`src/rtl/panel_wr_pkg.sv`:
```
package panel_wr_pkg;

    // Width of the parameter counter; the longest opcode takes 8 parameters.
    localparam int PCNT_W = 4;

    // What a decoded opcode does once its parameters are collected.
    typedef enum logic [2:0] {
        OPK_NONE   = 3'd0,  // known opcode, parameters ignored
        OPK_COLWIN = 3'd1,  // column window
        OPK_ROWWIN = 3'd2,  // row window
        OPK_MODE   = 3'd3,  // addressing mode register
        OPK_BAD    = 3'd4   // not a known opcode
    } op_kind_e;

endpackage

```
`src/rtl/panel_op_decode.sv`:
```
module panel_op_decode
    import panel_wr_pkg::*;
(
    input  logic [7:0]        opcode,
    output op_kind_e          kind,
    output logic [PCNT_W-1:0] nparam
);
    always_comb begin
        kind   = OPK_NONE;
        nparam = '0;
        unique case (opcode)
            8'h15: begin kind = OPK_COLWIN; nparam = PCNT_W'(2); end
            8'h75: begin kind = OPK_ROWWIN; nparam = PCNT_W'(2); end
            8'hA0: begin kind = OPK_MODE;   nparam = PCNT_W'(1); end
            8'h81, 8'hA1, 8'hA2, 8'hA8, 8'hAD,
            8'hB1, 8'hB2, 8'hB3, 8'hBC, 8'hBE, 8'hBF:
                nparam = PCNT_W'(1);
            8'hB8:
                nparam = PCNT_W'(8);
            8'h84, 8'h85, 8'h86, 8'hA4, 8'hA5, 8'hA6, 8'hA7,
            8'hAE, 8'hAF, 8'hE3, 8'hFF:
                nparam = '0;
            default: kind = OPK_BAD;
        endcase
    end
endmodule

```
`src/rtl/panel_win_step.sv`:
```
module panel_win_step #(
    parameter int CW = 6,
    parameter int RW = 7
) (
    input  logic          vertical,
    input  logic [CW-1:0] col,
    input  logic [RW-1:0] row,
    input  logic [CW-1:0] col_first,
    input  logic [CW-1:0] col_last,
    input  logic [RW-1:0] row_first,
    input  logic [RW-1:0] row_last,
    output logic [CW-1:0] col_next,
    output logic [RW-1:0] row_next
);
    logic [CW:0] c_t;
    logic [RW:0] r_t;

    always_comb begin
        c_t = {1'b0, col};
        r_t = {1'b0, row};
        if (vertical) begin
            r_t = r_t + 1'b1;
            if (r_t > {1'b0, row_last}) begin
                r_t = {1'b0, row_first};
                c_t = c_t + 1'b1;
            end
            if (c_t > {1'b0, col_last}) begin
                c_t = {1'b0, col_first};
            end
        end else begin
            c_t = c_t + 1'b1;
            if (c_t > {1'b0, col_last}) begin
                c_t = {1'b0, col_first};
                r_t = r_t + 1'b1;
            end
            if (r_t > {1'b0, row_last}) begin
                r_t = {1'b0, row_first};
            end
        end
        col_next = c_t[CW-1:0];
        row_next = r_t[RW-1:0];
    end
endmodule

```
`src/rtl/panel_ram_writer.sv`:
```
module panel_ram_writer
    import panel_wr_pkg::*;
#(
    parameter int COLS     = 64,
    parameter int ROWS     = 80,
    parameter int VERT_BIT = 2
) (
    input  logic                                clk,
    input  logic                                rst_n,
    input  logic                                byte_vld,
    input  logic [7:0]                          byte_in,
    input  logic                                dc_sel,
    output logic                                ram_we,
    output logic [$clog2(COLS*ROWS)-1:0]        ram_addr,
    output logic [7:0]                          ram_wdata,
    output logic                                cmd_err,
    output logic                                dirty
);
    localparam int CW       = $clog2(COLS);
    localparam int RW       = $clog2(ROWS);
    localparam int AW       = $clog2(COLS*ROWS);
    localparam int COL_ITER = 256 / COLS + 1;
    localparam int ROW_ITER = 256 / ROWS + 1;

    typedef struct packed {
        logic [CW-1:0]     col;
        logic [RW-1:0]     row;
        logic [CW-1:0]     col_first;
        logic [CW-1:0]     col_last;
        logic [RW-1:0]     row_first;
        logic [RW-1:0]     row_last;
        logic [7:0]        mode;
        op_kind_e          kind;
        logic [PCNT_W-1:0] pend;
        logic [7:0]        first_par;
        logic              we;
        logic [AW-1:0]     addr;
        logic [7:0]        wdata;
        logic              err;
        logic              dirty;
    } wr_state_t;

    wr_state_t st_d, st_q;

    op_kind_e          dec_kind;
    logic [PCNT_W-1:0] dec_n;
    logic [CW-1:0]     step_col;
    logic [RW-1:0]     step_row;

    function automatic logic [CW-1:0] col_wrap(input logic [7:0] v);
        int t;
        t = int'(v);
        for (int i = 0; i < COL_ITER; i++) begin
            if (t >= COLS) t = t - COLS;
        end
        return CW'(t);
    endfunction

    function automatic logic [RW-1:0] row_wrap(input logic [7:0] v);
        int t;
        t = int'(v);
        for (int i = 0; i < ROW_ITER; i++) begin
            if (t >= ROWS) t = t - ROWS;
        end
        return RW'(t);
    endfunction

    panel_op_decode u_dec (
        .opcode (byte_in),
        .kind   (dec_kind),
        .nparam (dec_n)
    );

    panel_win_step #(.CW(CW), .RW(RW)) u_step (
        .vertical  (st_q.mode[VERT_BIT]),
        .col       (st_q.col),
        .row       (st_q.row),
        .col_first (st_q.col_first),
        .col_last  (st_q.col_last),
        .row_first (st_q.row_first),
        .row_last  (st_q.row_last),
        .col_next  (step_col),
        .row_next  (step_row)
    );

    always_comb begin
        st_d     = st_q;
        st_d.we  = 1'b0;
        st_d.err = 1'b0;
        if (dc_sel) begin
            st_d.pend = '0;
        end
        if (byte_vld) begin
            if (dc_sel) begin
                st_d.we    = 1'b1;
                st_d.addr  = AW'(st_q.row) * AW'(COLS) + AW'(st_q.col);
                st_d.wdata = byte_in;
                st_d.col   = step_col;
                st_d.row   = step_row;
                st_d.dirty = 1'b1;
            end else if (st_q.pend == '0) begin
                if (dec_kind == OPK_BAD) begin
                    st_d.err = 1'b1;
                end else begin
                    st_d.kind = dec_kind;
                    st_d.pend = dec_n;
                end
            end else begin
                st_d.pend = st_q.pend - 1'b1;
                if (st_q.pend == PCNT_W'(1)) begin
                    unique case (st_q.kind)
                        OPK_COLWIN: begin
                            st_d.col       = col_wrap(st_q.first_par);
                            st_d.col_first = col_wrap(st_q.first_par);
                            st_d.col_last  = col_wrap(byte_in);
                        end
                        OPK_ROWWIN: begin
                            st_d.row       = row_wrap(st_q.first_par);
                            st_d.row_first = row_wrap(st_q.first_par);
                            st_d.row_last  = row_wrap(byte_in);
                        end
                        OPK_MODE: st_d.mode = byte_in;
                        default: ;
                    endcase
                end else begin
                    st_d.first_par = byte_in;
                end
            end
        end
    end

    always_ff @(posedge clk or negedge rst_n) begin
        if (!rst_n) begin
            st_q           <= '0;
            st_q.col_last  <= CW'(COLS - 1);
            st_q.row_last  <= RW'(ROWS - 1);
            st_q.kind      <= OPK_NONE;
        end else begin
            st_q <= st_d;
        end
    end

    assign ram_we    = st_q.we;
    assign ram_addr  = st_q.addr;
    assign ram_wdata = st_q.wdata;
    assign cmd_err   = st_q.err;
    assign dirty     = st_q.dirty;

endmodule


```
`config.mk`:
```
export PLATFORM = sky130hd
export DESIGN_NAME = panel_ram_writer
export DESIGN_NICKNAME = d
export VERILOG_FILES = /design/src/rtl/panel_wr_pkg.sv /design/src/rtl/panel_op_decode.sv /design/src/rtl/panel_win_step.sv /design/src/rtl/panel_ram_writer.sv
export SDC_FILE = /design/constraint.sdc
export NUM_CORES = 1
export LEC_CHECK = 0
export ABC_AREA = 1
export BUFFER_PORTS_ARGS = -buffer_cell sky130_fd_sc_hd__buf_2
export CAP_MARGIN = 20
export CELL_PAD_IN_SITES_DETAIL_PLACEMENT = 0
export CELL_PAD_IN_SITES_GLOBAL_PLACEMENT = 1
export CORE_MARGIN = 2
export CORE_UTILIZATION = 30
export DETAILED_ROUTE_END_ITERATION = 8
export GPL_ROUTABILITY_DRIVEN = 0
export HOLD_SLACK_MARGIN = 0.03
export PLACE_DENSITY = 0.58
export SKIP_LAST_GASP = 1
export SYNTH_ARGS = -nofsm -noshare
export SYNTH_HDL_FRONTEND = slang
export SYNTH_HIERARCHICAL = 1
export SYNTH_SLANG_ARGS = --single-unit
export TNS_END_PERCENT = 100
```
`constraint.sdc`:
```
create_clock -name clk -period 4.85 [get_ports clk]
set_clock_uncertainty 0.05 [all_clocks]
set_input_delay 0.2425 -clock clk [delete_from_list [all_inputs] [get_ports clk]]
set_output_delay 0.2425 -clock clk [all_outputs]
set_load 0.01 [all_outputs]
```
==> results_dict.tcl <==
set metrics [dict create \
    status "completed" \
    tightest_slew_ns 0.9420 \
    ioPinCount 36 \
    start_kind "register" \
    yosysUniqueCellTypes 52 \
    setup-violations-final 0 \
    drive_above_1_share 0.1655 \
    critical_path_required_ns 5.03 \
    die_x_um 171.8 \
    synthArstFlopShare 1.000 \
    portBuffers 35 \
    initialDrtViolationCount 398 \
    globalRouteOverflowTotal 0 \
    dp_cells 1737 \
    finalHoldViolCount 0 \
    antenna_found_initial 0 \
    dpl.hpwl_um 18810 \
    ff2ff_path_depth 37 \
    grt_pass1_vias 7662 \
    htreeDepth 3 \
    reg2reg_from "st_q[29]" \
    numClockSinks 79 \
    hold-worst-slack_ns 0.1852 \
    detail_route.wl_per_cell_um 13.29 \
    synth_area_um2 8452 \
    synth_top_cell_by_area "dfrtp_1" \
    critPathBufInv 7 \
    r2r_slack_ns 0.41 \
    cp_slowest_stage_delay_ns 0.43 \
    synth-warning-count 6 \
    maxSlewViolCount 0 \
    dieHeight_um 171.8 \
    worstSetupEndpointType "register" \
    max_freq_ghz 0.2254 \
    grt_usage 0.1662 \
    synth_area_leaders "dfrtp_1, nand2_1, ha_1" \
    num-fill-cells 3137 \
    worstSkewPairLatency_ns 0.35 \
    syn_nets 1413 \
    routed_via_density 4.569 \
    slew_headroom 0.3701 \
    setup.worst_path.end "st_q[60]" \
    antenna_cells 0 \
    firstDrtPassIters 6 \
    area_growth_pct 13.09 \
    cp.depth 37 \
    ant_nets 0 \
    critical_path_arrival_ns 4.62 \
    grt_max_degree 52 \
    synth_top_area_share 0.2013 \
    clk_pin_slew_ns 0.06 \
    die_area_um2 29530 \
    cp_max_fo 9 \
    drc_errors 0 \
    fin_util 0.3440 \
    fin_crit_sh 0.9149 \
    coreArea_um2 27780 \
    avgSynthCellArea_um2 6.293 \
    synth_ff_type "dfrtp_1" \
    yosysSeqAreaShare 0.2355 \
    cap_violations 0 \
    synth_edf_count 0 \
    final-instance-count-excl-fill 1768 \
    root_buffer "clkbuf_16" \
    synth-seq-cells 79 \
    crit_type "reg -> reg" \
    critPathSlowestCell "dfrtp_1" \
    hold_class "in -> reg" \
    fin_crit_ns 4.437 \
    wirelength_um 23490 \
    crit_start "st_q[29]" \
    num_rows 61 \
    syn-instance-count 1343 \
    cts_made_buffers 9 \
    setup_tns_ns 0 \
    vias 8078 \
    hold_start "byte_vld" \
    clock_tree.buffer_depth 2 \
    grt_pass1_wl_um 39300 \
    initial_utilization 0.3042 \
    cts_tree "yes" \
    crit_family "simple AND/OR/NAND/NOR gates" \
    nNetsFinal 1455 \
    reg2reg_to "st_q[60]" \
]
## kinds of logic after synthesis
group / after synthesis / share of synthesized area
flops: 79 / 0.2355
mux: 1 / 0.001332
simple gates: 740 / 0.3953
buf+inv: 259 / 0.1329
xor+xnor: 27 / 0.02976
compound gates: 178 / 0.1189
fa+ha+maj: 58 / 0.08586
other cells: 1 / 0.0004437
## per-stage QoR
step	instance area (um2)	setup slack [ns]
after floorplan	8452	0.5782
after global placement	8996	0.001850
after detailed placement	8996	-0.08723
after CTS	9341	0.02344
after global routing	9558	-0.01194
final	9558	0.4129
## synth_stat cells, drive strengths merged, types with 10 or more instances
cell    instances
nand2         443
inv           204
nor2          135
nand3         118
o21ai         112
dfrtp          68
ha             58
a21oi          44
buf            34
xor2           22
clkbuf         16
nand4          15
nor3           14
dfstp          11
nand3b         10
## placed cells by master, fill, tap and decap left out, types with 31 or more instances in the layout
cell	n
a21oi_1	37
dfrtp_1	67
buf_2	34
o21ai_0	90
nand2_2	31
inv_1	186
ha_1	58
nor2_1	109
nand3_1	111
buf_4	44
nand2_1	400
## layer usage
metal  track usage  share of wire
met5             0              0
met4       0.03288         0.0076
met3       0.01795          0.021
met2        0.2858           0.47
met1        0.2254           0.50
## worst min-delay path by stage
| stage | endpoint | slack, ns | depth (start not counted) |
|---|---|---|---|
| 5_1_grt | st_q[35] | 0.21 | 2 |
| 4_1_cts | st_q[35] | 0.17 | 2 |
| 3_3_place_gp | cmd_err | 0.14 | 1 |
| 2_1_floorplan | cmd_err | -0.10 | 0 |
| 3_5_place_dp | cmd_err | 0.14 | 1 |
| 6_report | st_q[35] | 0.19 | 2 |
## sequential cells by signal, indices dropped and copies added (netlist names)
register and flops:
st_q 55, ram_addr 13, ram_wdata 8, cmd_err 1
dirty 1, ram_we 1
## final cells by class
class	instances	area [um2]	share of cell area
Timing Repair Buffer	80	521.8	0.05459
Inverter	209	784.5	0.08208
Sequential cell	79	1992	0.2084
Clock inverter	7	103.9	0.01087
Clock buffer	9	225.2	0.02356
Multi-Input combinational cell	1006	5458	0.5710
Tap cell	378	473.0	0.04948
## timing repair
item                                    4_1_cts  5_1_grt
buffers inserted                              0       13
pin swaps                                     1       11
resized for setup                             2       31
endpoints found under the setup margin        6       15
endpoints found under the hold margin        28        0
cloned                                        0        1
hold buffers                                  1        0
Power is left out: the tool's default activity adds up to more than one toggle a clock period on the data nets, which glitch-free logic cannot reach.
